`config.mk`:
```
export PLATFORM = sky130hd
export DESIGN_NAME = clamp_monitor
export DESIGN_NICKNAME = d
export VERILOG_FILES = /design/src/rtl/clamp_monitor_pkg.sv /design/src/rtl/clamp_timer.sv /design/src/rtl/clamp_datapath.sv /design/src/rtl/clamp_control.sv /design/src/rtl/clamp_monitor.sv
export SDC_FILE = /design/constraint.sdc
export NUM_CORES = 1
export LEC_CHECK = 0
export BUFFER_PORTS_ARGS = -buffer_cell sky130_fd_sc_hd__buf_2
export CAP_MARGIN = 10
export CORE_UTILIZATION = 50
export DETAILED_ROUTE_END_ITERATION = 16
export PLACE_DENSITY = 0.7
export SKIP_LAST_GASP = 1
export SYNTH_ARGS = -nofsm -noshare
export SYNTH_HDL_FRONTEND = slang
export SYNTH_HIERARCHICAL = 1
export SYNTH_SLANG_ARGS = --single-unit
export TNS_END_PERCENT = 30
```
`constraint.sdc`:
```
create_clock -name clk -period 1.6 [get_ports clk]
set_input_delay 0.16 -clock clk [delete_from_list [all_inputs] [get_ports clk]]
set_output_delay 0.16 -clock clk [all_outputs]
set_load 0.05 [all_outputs]
```
`src/rtl/clamp_monitor_pkg.sv`:
```
package clamp_monitor_pkg;

  // Commands from control to the duration timers
  typedef struct packed {
    logic txZero;
    logic txCount;
    logic guardZero;
    logic guardCount;
  } timerCmd_t;

  // Threshold strobes from the timers back to control
  typedef struct packed {
    logic txHit;
    logic guardHit;
  } timerHit_t;

endpackage

```
`src/rtl/clamp_timer.sv`:
```
module clamp_timer #(
  parameter int LIMIT = 16
) (
  input  logic clk,
  input  logic rstN,
  input  logic zero,
  input  logic count,
  output logic hit
);
  localparam int CW = $clog2(LIMIT + 1);
  localparam logic [CW-1:0] TOP = CW'(LIMIT);
  localparam logic [CW-1:0] PRE = CW'(LIMIT - 1);

  logic [CW-1:0] run;

  always_ff @(posedge clk or negedge rstN) begin
    if (!rstN) begin
      run <= '0;
    end else if (zero) begin
      run <= '0;
    end else if (count && (run != TOP)) begin
      run <= run + 1'b1;
    end
  end

  // Fires on the edge that brings the run up to the limit
  assign hit = count && !zero && (run == PRE);

endmodule

```
`src/rtl/clamp_datapath.sv`:
```
module clamp_datapath
  import clamp_monitor_pkg::*;
#(
  parameter int TX_LIMIT    = 16,
  parameter int GUARD_LIMIT = 24
) (
  input  logic      clk,
  input  logic      rstN,
  input  timerCmd_t cmd,
  output timerHit_t hits
);
  localparam int NCH = 2;

  logic [NCH-1:0] zeroVec;
  logic [NCH-1:0] countVec;
  logic [NCH-1:0] hitVec;

  assign zeroVec  = {cmd.guardZero, cmd.txZero};
  assign countVec = {cmd.guardCount, cmd.txCount};

  for (genvar ch = 0; ch < NCH; ch++) begin : g_chan
    localparam int LIM = (ch == 0) ? TX_LIMIT : GUARD_LIMIT;
    clamp_timer #(.LIMIT(LIM)) u_timer (
      .clk  (clk),
      .rstN (rstN),
      .zero (zeroVec[ch]),
      .count(countVec[ch]),
      .hit  (hitVec[ch])
    );
  end

  assign hits.txHit    = hitVec[0];
  assign hits.guardHit = hitVec[1];

endmodule

```
`src/rtl/clamp_control.sv`:
```
module clamp_control
  import clamp_monitor_pkg::*;
(
  input  logic      clk,
  input  logic      rstN,
  input  logic      txEnN,
  input  logic      guardEn,
  input  logic      normalMode,
  input  logic      clearFlags,
  input  timerHit_t hits,
  output timerCmd_t cmd,
  output logic      txFlag,
  output logic      guardFlag,
  output logic      txOff
);
  logic txActive;
  logic guardActive;
  logic txRelease;

  assign txActive    = normalMode && !txEnN;
  assign guardActive = normalMode && guardEn;

  always_comb begin
    cmd.txCount    = txActive;
    cmd.txZero     = clearFlags || !txActive;
    cmd.guardCount = guardActive;
    cmd.guardZero  = clearFlags || !guardActive;
  end

  assign txRelease = txEnN && (clearFlags || !txFlag);

  always_ff @(posedge clk or negedge rstN) begin
    if (!rstN) begin
      txFlag    <= 1'b0;
      guardFlag <= 1'b0;
      txOff     <= 1'b0;
    end else begin
      if (clearFlags)        txFlag <= 1'b0;
      else if (hits.txHit)   txFlag <= 1'b1;

      if (clearFlags)         guardFlag <= 1'b0;
      else if (hits.guardHit) guardFlag <= 1'b1;

      if (hits.txHit)                txOff <= 1'b1;
      else if (txOff && txRelease)   txOff <= 1'b0;
    end
  end

endmodule

```
`src/rtl/clamp_monitor.sv`:
```
module clamp_monitor
  import clamp_monitor_pkg::*;
#(
  parameter int TX_LIMIT    = 16,
  parameter int GUARD_LIMIT = 24
) (
  input  logic clk,
  input  logic rstN,
  input  logic txEnN,
  input  logic guardEn,
  input  logic normalMode,
  input  logic clearFlags,
  output logic txClampFlag,
  output logic guardClampFlag,
  output logic txDisable
);
  timerCmd_t cmd;
  timerHit_t hits;

  clamp_control u_ctrl (
    .clk       (clk),
    .rstN      (rstN),
    .txEnN     (txEnN),
    .guardEn   (guardEn),
    .normalMode(normalMode),
    .clearFlags(clearFlags),
    .hits      (hits),
    .cmd       (cmd),
    .txFlag    (txClampFlag),
    .guardFlag (guardClampFlag),
    .txOff     (txDisable)
  );

  clamp_datapath #(
    .TX_LIMIT   (TX_LIMIT),
    .GUARD_LIMIT(GUARD_LIMIT)
  ) u_dp (
    .clk (clk),
    .rstN(rstN),
    .cmd (cmd),
    .hits(hits)
  );

endmodule

```
==> reports/summary.txt <==
status -> completed
initial antenna violation count -> 0
critical path type -> reg -> reg
reg-to-reg setup timing slack -> 100 ps
slew at the pin closest to its max-slew limit -> 300 ps
GR Overflow Total -> 0
Seq/Total Area, Yosys -> 44.4%
fillers -> 122
syn_nets -> 88
simple-gate share of the synthesized area -> 23.9%
Reg power frac -> 58.1%
yosys warns -> 6
core box area -> 0.00133 sq mm
vias in the first global route -> 469
num rows -> 13
slowest CP cell -> dfrtp_1
drt pass-1 iters -> 4
static leakage -> 0.381 nW
CTS sink cnt -> 13
DIE WIDTH -> 40.3 microns
Synth cell types -> 23
Clock Tree Buf Depth -> 2
Final period util -> 93.5%
P_int -> 0.444 mW
Switching Share -> 22.1%
layout cells sized above 1 -> 16.7%
Slew Viols, Final -> 0
first-pass GRT wire length -> 2.08 mm
P_sw -> 0.126 mW
FF+latch count, synth -> 13
drt initial violations -> 8
vias per cell -> 5.27
Placer Congestion -> 0.732
TritonCTS buffer count -> 3
final period demand of the worst path -> 1500 ps
mux cell area share after synthesis -> 6.83%
insertion delay to the later sink of the worst-skew pair -> 270 ps
VDD IR-drop max -> 0.000335 V
H-Tree Level Count -> 1
power share of the combinational group -> 7.5%
power density over cell area -> 689 mW/mm^2
CP startpoint kind -> register
die area -> 0.00162 sq mm
Clock Skew -> 2.32 ps
Buffers on Ports -> 8
xor and xnor area share after synthesis -> 3.58%
largest net degree at the start of global routing -> 14
worst relative slew slack -> 79.7%
hold crit path type -> in -> reg
Worst path max stage delay -> 420 ps
Starting Density -> 55.0%
Overall Global Routing Usage -> 20.2%
DPL Wire Length -> 975 microns
Post-Synth Adder-Cell Area -> 8.53%
DRC -> 0
Final setup viols -> 0
ANT cells -> 0
Post-Syn Area -> 733 sq um
total number of vias -> 553
most used cell, CP -> ha_1
Fin. Hold Viols -> 0
Crit. End Element -> register
drt wl/cell -> 12.3 microns
worst hold slack -> 73.4 ps
final WL -> 1.29 mm
clock network fraction of total power -> 34.4%
chip height -> 40.3 microns
root buf cell -> clkbuf_4
Max Cap Violations -> 0
worst-path fanout max -> 4
post-synthesis compound-gate area fraction -> 7.17%
CTS tree -> built
Post-Syn Instances -> 77
final core occ -> 62.1%
clk slew on worst S/H paths -> 80 ps
CP Data Arrival Time -> 1650 ps
placed inst area -> 792 sq um
RSZ-0062 raised after global routing -> no
I/O pin count -> 9
Worst EP required -> 1750 ps
Synth-to-Final Area Change -> 13.0%
post-route cell area -> 828 sq um
Mean Syn Cell Area -> 9.52 sq um
remaining antenna violation count after routing -> 0
nets -> 102
CP Cell Sequence -> ha_1 -> and3_1 -> ha_1 -> nand2_1 -> nor2_1 -> a311o_1
Max Fclk -> 0.668 GHz
setup tns final -> 0 ps
largest family of logic cells by synthesized area -> simple AND/OR/NAND/NOR gates
## cells in the final DEF, fill, tap and decap left out, drive strengths merged, types with 3 or more instances in the layout
master,n
inv,7
clkbuf,4
ha,5
nand2b,4
xor2,3
nand2,8
buf,10
nor2,13
dfrtp,13
nand4,3
## stage by stage
stage | cells | setup WS (ps) | total power [mW]
2_1_floorplan | 77 | 203 | 0.362
3_5_place_dp | 100 | 110 | 0.379
6_report | 105 | 103 | 0.570
3_3_place_gp | 100 | 170 | 0.379
5_1_grt | 105 | 23.9 | 0.603
4_1_cts | 105 | 110 | 0.584
## kinds of logic (layout without fill, tap and decap cells)
kind of cell / Yosys count / after routing
AOI/OAI and AO/OA: 7 / 7
xor gates and xnor gates: 3 / 3
adders and majority gates: 5 / 5
buffers and inverters: 9 / 22
DFF: 13 / 13
muxes: 4 / 4
and+or+nand+nor: 36 / 36
## cell type report
cell class	count	area [sq um]	area share, %
clock buffers	4	26.3	3.17
inverters	7	26.3	3.17
multi-input cells	55	367	44.3
flip-flops and latches	13	325	39.3
well taps	15	18.8	2.27
repair buffers	11	65.1	7.85
## synth_stat cells, drive strengths merged
| library cell | count | area share [%] |
|---|---|---|
| buf | 2 | 2.0 |
| nor2b | 2 | 1.7 |
| o2111ai | 1 | 1.2 |
| nor4b | 1 | 1.2 |
| nand2 | 8 | 4.1 |
| xor2 | 3 | 3.6 |
| o31a | 1 | 1.2 |
| a311o | 1 | 1.4 |
| or3b | 1 | 1.2 |
| nand2b | 4 | 3.4 |
| and3 | 1 | 0.85 |
| inv | 7 | 3.6 |
| a211oi | 1 | 1.0 |
| mux2i | 2 | 2.7 |
| nand3 | 2 | 1.4 |
| ha | 5 | 8.5 |
| mux2 | 2 | 4.1 |
| dfrtp | 13 | 44 |
| and2 | 1 | 0.85 |
| nor2 | 13 | 6.7 |
| o21a | 1 | 1.0 |
| a21oi | 2 | 1.4 |
| nand4 | 3 | 2.6 |
## registers in the layout, summed over array words and instances (netlist names)
signal / flops
u_ctrl/txOff: 1
u_ctrl/txFlag: 1
u_ctrl/guardFlag: 1
u_dp/g_chan.u_timer/run: 10
## per-layer routing
layer	share of wire, %	track usage (%)	vias up
met4	0.77	12.5	0
met1	54	30.9	259
li1	-	-	283
met5	0	0	-
met2	42	25.4	9
met3	2.5	3.33	2
## worst max-delay path, delay by kind of cell, from the launching register on
family                     cells  cell delay [ps]
AOI/OAI and AO/OA              1              270
and+or+nand+nor                3              290
DFF                            1              420
adders and majority gates      2              410
## power by group through the flow
stage	sequential [mW]	clock (mW)	combinational (mW)
after floorplan	0.337	0	0.0245
after global placement	0.338	0	0.0415
after detailed placement	0.338	0	0.0417
after CTS	0.331	0.209	0.0437
after global routing	0.331	0.223	0.0490
final	0.331	0.196	0.0429
## final timing paths
kind / start / end / depth (start not counted)
setup / recovery: u_dp/g_chan[0].u_timer/run[0] / u_ctrl/txOff / 6
hold / removal: clearFlags / u_ctrl/guardFlag / 2
setup reg to reg: u_dp/g_chan[0].u_timer/run[0] / u_ctrl/txOff / 6
hold reg to reg: u_ctrl/guardFlag / u_ctrl/guardFlag / 2
max in group asynchronous: rstN / u_dp/g_chan[0].u_timer/run[0] / 2
min in group asynchronous: rstN / u_dp/g_chan[1].u_timer/run[3] / 2
## what timing repair did
action	4_1_cts	5_1_grt
hold buffers	1	0
setup buffers	0	0
resized for setup	0	0
endpoints found under the hold margin	13	0
No activity file was read; power rests on OpenSTA's default activity.
